`config.mk`:
```
export PLATFORM = sky130hd
export DESIGN_NAME = chario_port
export DESIGN_NICKNAME = d
export VERILOG_FILES = /design/src/rtl/chario_pkg.sv /design/src/rtl/chario_decode.sv /design/src/rtl/chario_rx_side.sv /design/src/rtl/chario_tx_side.sv /design/src/rtl/chario_readback.sv /design/src/rtl/chario_port.sv
export SDC_FILE = /design/constraint.sdc
export NUM_CORES = 1
export LEC_CHECK = 0
export ABC_AREA = 1
export BUFFER_PORTS_ARGS = -buffer_cell sky130_fd_sc_hd__buf_2
export CORE_MARGIN = 1
export CORE_UTILIZATION = 50
export DETAILED_ROUTE_END_ITERATION = 12
export PLACE_DENSITY = 0.81
export SETUP_SLACK_MARGIN = 0.02
export SLEW_MARGIN = 20
export SYNTH_ARGS = -nofsm -noshare
export SYNTH_HDL_FRONTEND = slang
export SYNTH_SLANG_ARGS = --single-unit
```
`constraint.sdc`:
```
create_clock -name clk -period 2.1 [get_ports clk]
set_clock_uncertainty 0.2 [all_clocks]
set_input_delay 0.315 -clock clk [delete_from_list [all_inputs] [get_ports clk]]
set_output_delay 0.315 -clock clk [all_outputs]
set_load 0.03 [all_outputs]
```
`src/rtl/chario_pkg.sv`:
```
package chario_pkg;
  localparam int unsigned REG_ADDR_W = 2;
  localparam int unsigned READY_BIT  = 3;
  localparam int unsigned OVR_BIT    = 4;

  typedef enum logic [REG_ADDR_W-1:0] {
    RG_RX_DATA = 2'd0,
    RG_RX_STAT = 2'd1,
    RG_TX_DATA = 2'd2,
    RG_TX_STAT = 2'd3
  } reg_sel_e;

  typedef struct packed {
    logic rd_any;
    logic rd_rx_data;
    logic wr_tx_data;
  } strobe_t;
endpackage

```
`src/rtl/chario_decode.sv`:
```
module chario_decode
  import chario_pkg::*;
(
  input  logic                  bus_sel,
  input  logic                  bus_wr,
  input  logic [REG_ADDR_W-1:0] bus_addr,
  output strobe_t               stb
);
  always_comb begin
    stb.rd_any     = bus_sel && !bus_wr;
    stb.rd_rx_data = bus_sel && !bus_wr && (bus_addr == RG_RX_DATA);
    stb.wr_tx_data = bus_sel &&  bus_wr && (bus_addr == RG_TX_DATA);
  end
endmodule

```
`src/rtl/chario_rx_side.sv`:
```
module chario_rx_side #(
  parameter int unsigned DATA_W = 8
) (
  input  logic              clk,
  input  logic              rst,
  input  logic              in_valid,
  input  logic [DATA_W-1:0] in_char,
  input  logic              rd_data_stb,
  output logic [DATA_W-1:0] rx_char,
  output logic              rx_ready,
  output logic              rx_overrun
);
  always_ff @(posedge clk) begin
    if (rst) begin
      rx_char    <= '0;
      rx_ready   <= 1'b0;
      rx_overrun <= 1'b0;
    end else if (in_valid) begin
      rx_char  <= in_char;
      rx_ready <= 1'b1;
      if (rd_data_stb)   rx_overrun <= 1'b0;
      else if (rx_ready) rx_overrun <= 1'b1;
    end else if (rd_data_stb) begin
      rx_ready   <= 1'b0;
      rx_overrun <= 1'b0;
    end
  end

  // arrival latches the code and raises ready
  a_r2_arrival_sets: assert property (@(posedge clk) disable iff (rst)
    in_valid |=> rx_ready && (rx_char == $past(in_char)));
  // a data read with no arrival empties the buffer
  a_r3_read_clears: assert property (@(posedge clk) disable iff (rst)
    (rd_data_stb && !in_valid) |=> !rx_ready && !rx_overrun);
  // arrival onto a full buffer flags overrun
  a_r4_overrun_set: assert property (@(posedge clk) disable iff (rst)
    (in_valid && rx_ready && !rd_data_stb) |=> rx_overrun);
  // overrun is sticky until a data read
  a_r4_overrun_sticky: assert property (@(posedge clk) disable iff (rst)
    (rx_overrun && !rd_data_stb) |=> rx_overrun);
endmodule

```
`src/rtl/chario_tx_side.sv`:
```
module chario_tx_side #(
  parameter int unsigned DATA_W = 8
) (
  input  logic              clk,
  input  logic              rst,
  input  logic              wr_data_stb,
  input  logic [DATA_W-1:0] wdata,
  input  logic              out_ack,
  output logic              out_valid,
  output logic [DATA_W-1:0] out_char,
  output logic              tx_ready
);
  always_ff @(posedge clk) begin
    if (rst) begin
      out_valid <= 1'b0;
      out_char  <= '0;
      tx_ready  <= 1'b1;
    end else if (wr_data_stb && tx_ready) begin
      out_char  <= wdata;
      out_valid <= 1'b1;
      tx_ready  <= 1'b0;
    end else if (out_valid && out_ack) begin
      out_valid <= 1'b0;
      tx_ready  <= 1'b1;
    end
  end

  // an accepted write offers the character next cycle
  a_r6_load: assert property (@(posedge clk) disable iff (rst)
    (wr_data_stb && tx_ready) |=> out_valid && !tx_ready && (out_char == $past(wdata)));
  // offer held until acknowledged
  a_r7_hold: assert property (@(posedge clk) disable iff (rst)
    (out_valid && !out_ack) |=> out_valid && $stable(out_char));
  // acknowledge releases the strobe and restores ready
  a_r7_release: assert property (@(posedge clk) disable iff (rst)
    (out_valid && out_ack) |=> !out_valid && tx_ready);
  // exactly one of strobe and ready
  a_r7_exclusive: assert property (@(posedge clk) disable iff (rst)
    $countones({out_valid, tx_ready}) == 1);
  // writes while busy are dropped
  a_r8_busy_ignored: assert property (@(posedge clk) disable iff (rst)
    (wr_data_stb && !tx_ready) |=> $stable(out_char));
endmodule

```
`src/rtl/chario_readback.sv`:
```
module chario_readback
  import chario_pkg::*;
#(
  parameter int unsigned DATA_W = 8
) (
  input  logic                  clk,
  input  logic                  rst,
  input  logic                  rd_stb,
  input  logic [REG_ADDR_W-1:0] addr,
  input  logic [DATA_W-1:0]     rx_char,
  input  logic                  rx_ready,
  input  logic                  rx_overrun,
  input  logic [DATA_W-1:0]     tx_char,
  input  logic                  tx_ready,
  output logic [DATA_W-1:0]     rdata,
  output logic                  rvalid
);
  logic [DATA_W-1:0] rx_stat_w, tx_stat_w, mux_w;

  always_comb begin
    rx_stat_w            = '0;
    rx_stat_w[READY_BIT] = rx_ready;
    rx_stat_w[OVR_BIT]   = rx_overrun;
    tx_stat_w            = '0;
    tx_stat_w[READY_BIT] = tx_ready;
    unique case (reg_sel_e'(addr))
      RG_RX_DATA: mux_w = rx_char;
      RG_RX_STAT: mux_w = rx_stat_w;
      RG_TX_DATA: mux_w = tx_char;
      RG_TX_STAT: mux_w = tx_stat_w;
      default:    mux_w = '0;
    endcase
  end

  always_ff @(posedge clk) begin
    if (rst) begin
      rdata  <= '0;
      rvalid <= 1'b0;
    end else begin
      rvalid <= rd_stb;
      if (rd_stb) rdata <= mux_w;
    end
  end

  // response strobe follows each read by one cycle
  a_r9_rvalid_follows: assert property (@(posedge clk) disable iff (rst)
    rd_stb |=> rvalid);
  a_r9_no_spurious: assert property (@(posedge clk) disable iff (rst)
    !rd_stb |=> !rvalid);
endmodule

```
`src/rtl/chario_port.sv`:
```
module chario_port
  import chario_pkg::*;
#(
  parameter int unsigned DATA_W = 8
) (
  input  logic                  clk,
  input  logic                  rst,
  input  logic                  bus_sel,
  input  logic                  bus_wr,
  input  logic [REG_ADDR_W-1:0] bus_addr,
  input  logic [DATA_W-1:0]     bus_wdata,
  output logic [DATA_W-1:0]     bus_rdata,
  output logic                  bus_rvalid,
  input  logic                  in_valid,
  input  logic [DATA_W-1:0]     in_char,
  output logic                  out_valid,
  output logic [DATA_W-1:0]     out_char,
  input  logic                  out_ack
);
  strobe_t           stb;
  logic [DATA_W-1:0] rx_char;
  logic              rx_ready, rx_overrun, tx_ready;

  chario_decode i_decode (
    .bus_sel (bus_sel),
    .bus_wr  (bus_wr),
    .bus_addr(bus_addr),
    .stb     (stb)
  );

  chario_rx_side #(.DATA_W(DATA_W)) i_rx (
    .clk        (clk),
    .rst        (rst),
    .in_valid   (in_valid),
    .in_char    (in_char),
    .rd_data_stb(stb.rd_rx_data),
    .rx_char    (rx_char),
    .rx_ready   (rx_ready),
    .rx_overrun (rx_overrun)
  );

  chario_tx_side #(.DATA_W(DATA_W)) i_tx (
    .clk        (clk),
    .rst        (rst),
    .wr_data_stb(stb.wr_tx_data),
    .wdata      (bus_wdata),
    .out_ack    (out_ack),
    .out_valid  (out_valid),
    .out_char   (out_char),
    .tx_ready   (tx_ready)
  );

  chario_readback #(.DATA_W(DATA_W)) i_rb (
    .clk       (clk),
    .rst       (rst),
    .rd_stb    (stb.rd_any),
    .addr      (bus_addr),
    .rx_char   (rx_char),
    .rx_ready  (rx_ready),
    .rx_overrun(rx_overrun),
    .tx_char   (out_char),
    .tx_ready  (tx_ready),
    .rdata     (bus_rdata),
    .rvalid    (bus_rvalid)
  );

  // flags come out of reset in their idle state
  a_r1_reset_state: assert property (@(posedge clk)
    $past(rst) |-> !rx_ready && tx_ready && !out_valid);
endmodule

```
* After elaboration in Yosys (flattened, before gate mapping) *
Cells that the tools add are included.

cells by class
  muxes and demuxes = 10
  reduce and logical (&&, ||, !) cells = 12
  equality and inequality tests = 3

operator list
  cell                count
  $pmux 8 s4          1
  $mux 1              9
  $logic_and 1x1->1   6
  $reduce_bool 2->1   3
  $eq 2x2->1 const B  2
  $eq 2x1->1 const B  1
  $logic_not 2->1     1
  $reduce_and 2->1    1
  $logic_not 1->1     1

word-level totals
  output and inout bits = 18
  bits in registers = 29
  input port bits = 24
  word-level logic and storage cells = 33

* Logic depth before layout (Yosys ltp) *
Gate-level depths: netlist (run 1).

  word-level depth = 5
  mapped depth = 7

* Cells and area by module *
From an unflattened synthesis (run 1), not the netlist that was laid out.

second synthesis, totals
  cells, all modules = 210
  area, all modules = 1,340.0 um^2

by module, submodules not included
  module           times used  area an instance (um^2)  cells an instance
  chario_readback  1           469.2                    77
  chario_rx_side   1           416.6                    62
  chario_tx_side   1           411.6                    61
  chario_decode    1           42.5                     10

* Least setup slack after synthesis (run 1) *
OpenSTA, ideal clock, no wires.

  path kind = input -> register
  start point = in bus_sel
  end point = reg i_rb.rdata[0]
  setup slack = 0.930 ns
  data required time = 1.841 ns
  stages = 6
  data arrival time = 0.912 ns
  cell sequence = inv_1 -> nor2_4 -> nand2_1 -> nor2_1 -> nand2_1 -> nand2_1

on the way
  longest elaborated chain between the ends = 1

ends and longest elaborated chain
  item                  RTL line               RTL
  from (decl)           chario_port.sv:8       input logic bus_sel,
  $logic_and 1x1->1     chario_decode.sv:10    stb.rd_any = bus_sel && !bus_wr;
  to (signal assigned)  chario_readback.sv:41  if (rd_stb) rdata <= mux_w;
  to (decl)             chario_readback.sv:15  output logic [DATA_W-1:0] rdata,

Every way passes these cells.
A chain may end at the register's enable or synchronous reset.

==> results_dict.tcl, run 1 <==
set metrics [dict create \
    status "complete, but fails checks" \
    violations "hold timing" \
    firstDrtPassIters 4 \
    place_area_um2 1350 \
    r2r_start "i_tx.tx_ready" \
    grt_pass1_wl_mm 4.29 \
    placementRows 16 \
    wl_per_cell_um 11.1 \
    area_growth_pct 29.5 \
    synthCells 151 \
    worstMarginPinSlew_ps 365 \
    post-route-drc-count 0 \
    port_buffers 41 \
    core-area_um2 2020 \
    start_util 0.552 \
    synth_cell_types 13 \
    setup_tns_ps 0 \
    min_period_over_period 0.725 \
    antenna_found_initial 0 \
    worstHoldStart "bus_wdata[7]" \
    gp_congestion 0.847 \
    gr-total-overflow 0 \
    vias 1132 \
    clkTransAtPathRegs_ps 90 \
    crit_arrival_ps 1600 \
    fin_cells 226 \
    fmax_mhz 657 \
    numCtsBuffers 5 \
    start_kind "input pin" \
    fin_util 0.715 \
    rsz0062_at_grt "false" \
    required_ps 2180 \
    pin_count 42 \
    hold_slack_ps -0.585 \
    leakagePower_nw 0.742 \
    grt_max_degree 26 \
    end_kind "register" \
    detail-route-antenna-nets 0 \
    min_path_type "in -> reg" \
    ys_seq_area_frac 0.520 \
    maxSlewViolCount 0 \
    diodes 0 \
    drive_gt1_frac 0.266 \
    vias_per_cell 5.01 \
    maxCapViolCount 0 \
    worstSetupStartpoint "rst" \
    tritoncts "built" \
    first_iter_violations 23 \
    h-tree-depth 2 \
    placedCellCount 217 \
    slew_headroom 0.757 \
    hpwl_mm 1.76 \
    setup_violations 0 \
    dieArea_um2 2430 \
    clk_latency_ps 330 \
    period_needed_ps 1520 \
    ys_warn_count 0 \
    cts.sinks 29 \
    routed_wl_mm 2.50 \
    die-height_um 49.2 \
    p_per_area_nw_per_um2 815 \
    critPathKind "in -> reg" \
    synth.avg_cell_area_um2 7.39 \
    ir_worst_vdd_mv 0.500 \
    synth_seq_cells 29 \
    synthesis.nets 175 \
    ctsRootBufferMaster "clkbuf_4" \
    hold_violations 1 \
    grt_pass1_vias 1004 \
    syn_area_um2 1120 \
    grt_usage 0.237 \
    die_x_um 49.2 \
    crit_fanout 6 \
    finalNetCount 222 \
    fin_area_um2 1450 \
    cts_resized 0 \
    clk_path_buf_depth 2 \
]
-- layout by cell type (no fill, tap or decap) --
master and instances:
nand2_1 34, nand3_1 6, o21ai_0 24, nor2_1 22
inv_2 2, buf_2 41, nor2_4 2, dlygate4sd3_1 1
buf_4 1, a21oi_1 13, inv_1 14, nor3b_1 1
bufinv_16 1, clkbuf_1 1, nand3b_1 1, clkbuf_4 5
clkbuf_8 1, dfxtp_1 29
-- per-stage QoR --
stage               setup slack (ps)  hold WS (ps)  power (W)
floorplan                        930           184   0.000669
global placement                 684           248   0.000714
detailed placement               643           253   0.000718
CTS                              564          2.98    0.00118
global route                     494          6.39    0.00123
finish                           578        -0.585    0.00118
-- sequential cells by signal, summed over array words and instances, names as in the netlist --
| name | count |
|---|---|
| i_rx.rx_overrun | 1 |
| i_rx.rx_ready | 1 |
| i_rb.rdata | 8 |
| i_rb.rvalid | 1 |
| i_tx.out_valid | 1 |
| i_tx.out_char | 8 |
| i_tx.tx_ready | 1 |
| i_rx.rx_char | 8 |
-- final timing paths --
kind	cells after the start	slack, ps	endpoint
setup / recovery	7	580	i_rb.rdata[2]
hold / removal	3	-0.6	i_tx.out_char[7]
setup reg to reg	5	790	i_tx.out_char[0]
hold reg to reg	2	270	i_rx.rx_char[6]
-- synthesized netlist by cell type (all sizes together) --
cell type  number  area [µm²]
dfxtp          29         581
nand2          34         128
nor2           24         105
nor3b           1        7.51
nand3           6        30.0
buf             1        5.00
nand3b          1        7.51
o21ai          24         120
inv            16        60.1
a21oi          13        65.1
clkbuf          2        7.51
-- area by class of cell --
class	instances	area (µm²)
Sequential cell	29	581
Fill cell	170	577
Clock buffer	7	55.1
Inverter	16	60.1
Timing Repair Buffer	43	223
Clock inverter	1	30.0
Tap cell	27	33.8
Multi-Input combinational cell	103	463
-- critical path, cell delays in order --
cell	delay, ps
dlygate4sd3_1	520
buf_2	150
inv_1	70
nand2_1	70
nor2_1	290
nand2_1	110
nand2_1	90
-- report_power, final --
part | switching (W) | internal, W
sequential | 0.0000119 | 0.000574
clock | 0.000187 | 0.000284
combinational | 0.0000769 | 0.0000445
-- cells by family (layout without fill, tap and decap cells) --
group | Yosys count | in the layout | share of synthesized area
and+or+nand+nor | 66 | 66 | 0.249
buffers and inverters | 19 | 67 | 0.0650
DFF | 29 | 29 | 0.520
AOI/OAI and AO/OA | 37 | 37 | 0.166
-- routing by layer --
metal,vias up,wire [µm],track usage
met5,-,0,0
met3,5,175,0.0997
met1,516,1080,0.271
li1,578,-,-
met4,0,43,0.108
met2,33,1200,0.381
-- what timing repair did --
item,4_1_cts,5_1_grt
hold endpoints to repair,2,0
hold buffers,1,0
buffers inserted,0,0
No activity file was read; power rests on OpenSTA's default activity.
==> inputs of run 2 (changes only) <==
--- a/config.mk
+++ b/config.mk
@@ -5,12 +5,12 @@
 export SDC_FILE = /design/constraint.sdc
 export NUM_CORES = 1
 export LEC_CHECK = 0
-export ABC_AREA = 1
+export ABC_AREA = 0
 export BUFFER_PORTS_ARGS = -buffer_cell sky130_fd_sc_hd__buf_2
 export CORE_MARGIN = 1
-export CORE_UTILIZATION = 50
+export CORE_UTILIZATION = 49
 export DETAILED_ROUTE_END_ITERATION = 12
-export PLACE_DENSITY = 0.81
+export PLACE_DENSITY = 0.78
 export SETUP_SLACK_MARGIN = 0.02
 export SLEW_MARGIN = 20
 export SYNTH_ARGS = -nofsm -noshare
==> constraint.sdc (replaced) <==
create_clock -name clk -period 1.5 [get_ports clk]
set_clock_uncertainty 0.2 [all_clocks]
set_input_delay 0.225 -clock clk [delete_from_list [all_inputs] [get_ports clk]]
set_output_delay 0.225 -clock clk [all_outputs]
set_load 0.03 [all_outputs]
==> run 2 against run 1 <==
The flow now finishes without violations. Wire length grew 9.9%. Worst hold slack gained 49 ps. Non-clock buffer count grew 20. Core utilization shrank 1.5 points. Via count shrank 6.6%. Sequential share of layout area shrank 6.4 points. Clock power is essentially flat. Highest routed layer unchanged.
==> results_dict.tcl, run 2 <==
set metrics [dict create \
    p_per_area_nw_per_um2 876 \
    ctsRootBufferMaster "clkbuf_4" \
    slew_headroom 0.748 \
    min_period_over_period 0.908 \
    grt_usage 0.232 \
    placementRows 18 \
    grt_max_degree 19 \
    setup_slack_ps 138 \
    slowest_delay_ps 400 \
    synth_cell_types 29 \
    min_to "i_rb.rvalid" \
    synth-compound-area-share 0.101 \
    gp_congestion 0.787 \
    ir_worst_vdd_mv 0.762 \
    worst-path-stages 1 \
    met3WireLength_um 106 \
    r2r_slack_ps 220 \
    r2r-end "i_rb.rdata[3]" \
    tritoncts "built" \
    top_regs "i_rb.rdata: 8 flops, i_rx.rx_char: 8 flops, i_tx.out_char: 8 flops" \
    muxShareOfSynthArea 0.156 \
    synth_seq_cells 29 \
    fmax_mhz 734 \
    post-route-drc-count 0 \
    leakagePower_nw 0.786 \
    clk_latency_ps 320 \
    antenna_found_initial 0 \
    period_needed_ps 1360 \
    switching_share 0.248 \
    pin_count 42 \
    p_int_w 0.00113 \
    h-tree-depth 2 \
    ys_warn_count 0 \
    placedCellCount 184 \
    synthXorXnorAreaFrac 0 \
    critPathKind "reg -> out" \
    path_delay_family "flip-flops" \
    clkTransAtPathRegs_ps 90 \
    maxCapViolCount 0 \
    crit_fanout 3 \
    yosysTopAreaCellShare 0.460 \
    synthTopCellsByArea "dfxtp_1, mux2i_1, nand2b_1, a221o_2, nor3b_1" \
    crit_arrival_ps 940 \
    setup_violations 0 \
    p_seq_frac 0.542 \
    fin_cells 208 \
    total_power_w 0.00150 \
    reg2regPathDepth 3 \
    grt_pass1_wl_mm 4.51 \
    first_iter_violations 17 \
    wl_per_cell_um 13.2 \
    synth_ff_type "dfxtp_1" \
    multi_input_area_um2 627 \
    grt_pass1_vias 986 \
    place_ws_ps 74.2 \
    switchingPower_w 0.000373 \
    worstMarginPinSlew_ps 375 \
    register_area_um2 581 \
    syn_area_um2 1260 \
    drt-met1-wl_mm 1.26 \
    required_ps 1070 \
    vias 1057 \
    synth.most_common_cell "dfxtp_1" \
    fillCellCount 205 \
    yosys-top-cells-count "dfxtp_1, mux2i_1, nand2b_1" \
    cts_resized 0 \
    synth_top_family_by_area "simple AND/OR/NAND/NOR gates" \
    top_layer_used "met4" \
    clk_path_buf_depth 2 \
    synth-simple-area-share 0.240 \
    crit_chain "buf_2" \
    status "finished, final reports clean" \
    worstHoldStart "rst" \
    ys_seq_area_frac 0.460 \
    area_growth_pct 36.0 \
    crit_slowest_cell "dfxtp_1" \
    synth_edf_count 0 \
    final_cell_mix "buf_2, dfxtp_1, nand2b_1, mux2i_1, dlygate4sd3_1" \
    async_flop_share 0 \
    drive_gt1_frac 0.348 \
    min_path_type "in -> reg" \
    whs_path_depth 2 \
    finalNetCount 202 \
    clock_power_share 0.313 \
    synth.avg_cell_area_um2 11.0 \
    r2r_start "i_tx.out_char[3]" \
    rsz0062_at_grt "false" \
    end_kind "output port" \
    wl_met2_mm 1.37 \
    power_frac_comb 0.145 \
    gr-total-overflow 0 \
    numCtsBuffers 5 \
    cts.sinks 29 \
    yosysTopAreaCell "dfxtp_1" \
    setup_tns_ps 0 \
    hpwl_mm 1.90 \
    die-height_um 52.8 \
    cp_num_buf_inv 1 \
    synth_adder_area_share 0 \
    dieArea_um2 2780 \
    maxSlewViolCount 0 \
    place_area_um2 1490 \
    detail-route-antenna-nets 0 \
    vias_per_cell 5.08 \
    hold_violations 0 \
    diodes 0 \
    firstDrtPassIters 4 \
    layout_commonest_cell "buf_2" \
    start_kind "register" \
    synthCells 115 \
    core-area_um2 2450 \
    start_util 0.514 \
    die_x_um 52.8 \
    fin_area_um2 1720 \
    port_buffers 41 \
    synthesis.nets 139 \
    routed_wl_mm 2.75 \
]
run 2: layout make-up:
type                            instances  area share
Timing Repair Buffer                   63       0.241
Sequential cell                        29       0.338
Inverter                                1     0.00219
Clock buffer                            7      0.0321
Multi-Input combinational cell         78       0.365
Tap cell                               30      0.0219
run 2: what timing repair did:
action                                 in CTS  in global routing
setup buffers                               0                  0
endpoints found under the hold margin      17                  0
hold buffers                               17                  0
run 2: metrics by stage:
stage	util	hold WS [ps]
global route	0.699	29.9
detailed placement	0.608	259
CTS	0.699	41.2
floorplan	-	172
finish	0.699	48.1
global placement	0.608	254
run 2: worst reg2reg max path, stage by stage (launching register included):
cell     delay, ps
dfxtp_1        340
mux4_1         500
nand2_1         90
a21oi_1         50
run 2: cells by family after synthesis:
family / after synthesis
compound gates: 15
flops: 29
mux: 18
simple gates: 45
buf+inv: 8
run 2: power groups by stage:
stage	clock network (W)	logic, W	registers [W]
after floorplan	0	0.000102	0.000849
after detailed placement	0	0.000183	0.000833
after CTS	0.000484	0.000218	0.000815
final	0.000470	0.000218	0.000815
after global routing	0.000523	0.000236	0.000819
after global placement	0	0.000177	0.000832
run 2: how the worst max path moves through the flow:
stage	startpoint	endpoint	slack (ps)
6_report	i_tx.out_char[0]	out_char[0]	140
5_1_grt	i_tx.out_char[0]	out_char[0]	80
4_1_cts	i_tx.out_char[6]	out_char[6]	130
3_5_place_dp	bus_wr	i_rb.rdata[1]	70
3_3_place_gp	bus_wr	i_rb.rdata[0]	110
2_1_floorplan	i_tx.out_char[3]	i_rb.rdata[3]	160
run 2: metal layers:
layer,vias up,GRT usage
met1,504,0.277
met3,2,0.0957
met2,22,0.373
li1,529,-
met5,-,0
met4,0,0.0789
==> inputs of run 3 (changes only) <==
--- a/config.mk
+++ b/config.mk
@@ -7,10 +7,11 @@
 export LEC_CHECK = 0
 export ABC_AREA = 0
 export BUFFER_PORTS_ARGS = -buffer_cell sky130_fd_sc_hd__buf_2
-export CORE_MARGIN = 1
-export CORE_UTILIZATION = 49
+export CORE_MARGIN = 4
+export CORE_UTILIZATION = 51
+export CTS_BUF_LIST = sky130_fd_sc_hd__clkbuf_8
 export DETAILED_ROUTE_END_ITERATION = 12
-export PLACE_DENSITY = 0.78
+export PLACE_DENSITY = 0.81
 export SETUP_SLACK_MARGIN = 0.02
 export SLEW_MARGIN = 20
 export SYNTH_ARGS = -nofsm -noshare
==> run 3 against run 2 <==
Largest power group is now clock. Critical path type is now reg -> reg. First-iteration DRC count rose by 29%. Worst hold slack worse by 30 ps. Sequential power hardly changed. Maximum frequency increased by 4.3%.
==> results_dict.tcl, run 3 (synthesis results as in run 2) <==
set metrics [dict create \
    status "finished, final reports clean" \
    ctsRootBufferMaster "clkbuf_8" \
    cts_setup_buffers 0 \
    place_area_um2 1470 \
    h-tree-depth 2 \
    setup_tns_ps 0 \
    detail-route-antenna-nets 0 \
    routed_wl_mm 2.67 \
    port_buffers 41 \
    grt_pass1_vias 1021 \
    reg2regPathDepth 3 \
    grt_pass1_wl_mm 4.65 \
    cts.sinks 29 \
    grt_max_degree 24 \
    area_growth_pct 31.2 \
    r2r_slack_ps 190 \
    start_util 0.555 \
    worstMarginPinSlew_ps 391 \
    post-route-drc-count 0 \
    numCtsBuffers 5 \
    fmax_mhz 766 \
    antenna_found_initial 0 \
    setup_violations 0 \
    firstDrtPassIters 4 \
    die_x_um 57.8 \
    vias 998 \
    maxCapViolCount 0 \
    start_kind "register" \
    top_regs "i_rb.rdata: 8 flops, i_rx.rx_char: 8 flops, i_tx.out_char: 8 flops" \
    setup_slack_ps 195 \
    gp_congestion 0.742 \
    p_per_area_nw_per_um2 1110 \
    worstHoldStart "in_char[1]" \
    vias_per_cell 5.14 \
    r2r_start "i_tx.tx_ready" \
    fin_util 0.728 \
    gr-total-overflow 0 \
    first_iter_violations 22 \
    drive_gt1_frac 0.367 \
    slew_headroom 0.737 \
    whs_path_depth 3 \
    layout_commonest_cell "buf_2" \
    rsz0062_at_grt "false" \
    period_needed_ps 1310 \
    clkTransAtPathRegs_ps 60 \
    pin_count 42 \
    ir_worst_vdd_mv 0.832 \
    dieArea_um2 3340 \
    hold_violations 0 \
    min_path_type "in -> reg" \
    clk_path_buf_depth 2 \
    crit_fanout 10 \
    maxSlewViolCount 0 \
    total_power_w 0.00183 \
    placementRows 17 \
    place_ws_ps 70.8 \
    min_to "i_rx.rx_char[1]" \
    tritoncts "built" \
    clk_latency_ps 280 \
    fin_area_um2 1660 \
    grt_usage 0.181 \
    leakagePower_nw 0.756 \
    wl_per_cell_um 13.8 \
    hpwl_mm 2.00 \
    diodes 0 \
    finalNetCount 189 \
    final_cell_mix "buf_2, dfxtp_1, nand2b_1, mux2i_1, nor2_1" \
    min_period_over_period 0.870 \
    end_kind "register" \
    required_ps 1500 \
    r2r-end "i_tx.out_char[7]" \
    die-height_um 57.8 \
    crit_arrival_ps 1300 \
    critPathKind "reg -> reg" \
    core-area_um2 2280 \
]
run 3: changes by cell type in the layout (fill, tap and decap cells not counted):
cell           previous run  this run
clkbuf_1                  1         0
dlygate4sd3_1            17         7
clkinvlp_4                0         1
buf_4                     5         2
clkbuf_4                  5         0
clkbuf_8                  1         6
bufinv_16                 0         1
run 3: worst max-delay path by stage:
| stage | slack, ps | endpoint | start | cells past startpoint |
|---|---|---|---|---|
| final | 190 | i_tx.out_char[7] | i_tx.tx_ready | 3 |
| after CTS | 190 | i_tx.out_char[7] | i_tx.tx_ready | 3 |
| after global placement | 100 | i_rb.rdata[3] | bus_addr[0] | 4 |
| after detailed placement | 70 | i_rb.rdata[0] | bus_wr | 4 |
| after global routing | 130 | i_tx.out_char[2] | i_tx.tx_ready | 3 |
| after floorplan | 160 | i_rb.rdata[3] | i_tx.out_char[3] | 3 |
run 3: cell type report:
cell class,instances,area [µm²]
clock inverter,2,37.5
sequential,29,581
timing repair buffer,50,290
inverter,1,3.75
multi-input combinational,78,627
clock buffer,6,82.6
tap,28,35.0
fill,174,619
run 3: what timing repair did:
action                    4_1_cts  5_1_grt
hold buffers                    7        0
hold endpoints to repair        7        0
resized for setup               0        0
run 3: worst max-delay path: stages, from the launching register on:
cell and delay [ps]:
dfxtp_1 380, nand3_1 190, nor2_8 250, mux2i_1 220
run 3: power by group:
part / switching (W) / total (W) / internal [W] / leakage, nW
Sequential: 0.0000173 / 0.000816 / 0.000799 / 0.237
Clock: 0.000287 / 0.000827 / 0.000539 / 0.0574
Combinational: 0.000100 / 0.000190 / 0.0000900 / 0.462
Total: 0.000405 / 0.00183 / 0.00143 / 0.756
run 3: per-layer routing:
| layer | global-route usage | vias to the layer above | wire length [µm] |
|---|---|---|---|
| met2 | 0.297 | 23 | 1320 |
| met3 | 0.0579 | 4 | 153 |
| li1 | - | 504 | - |
| met1 | 0.216 | 467 | 1150 |
| met5 | 0 | - | 0 |
| met4 | 0.0795 | 0 | 38 |
run 3: through the flow:
stage / hold WS [ps] / std cells
6_report: 18.0 / 194
5_1_grt: 14.6 / 194
4_1_cts: 7.68 / 194
3_5_place_dp: 255 / 179
3_3_place_gp: 251 / 179
2_1_floorplan: 172 / 115
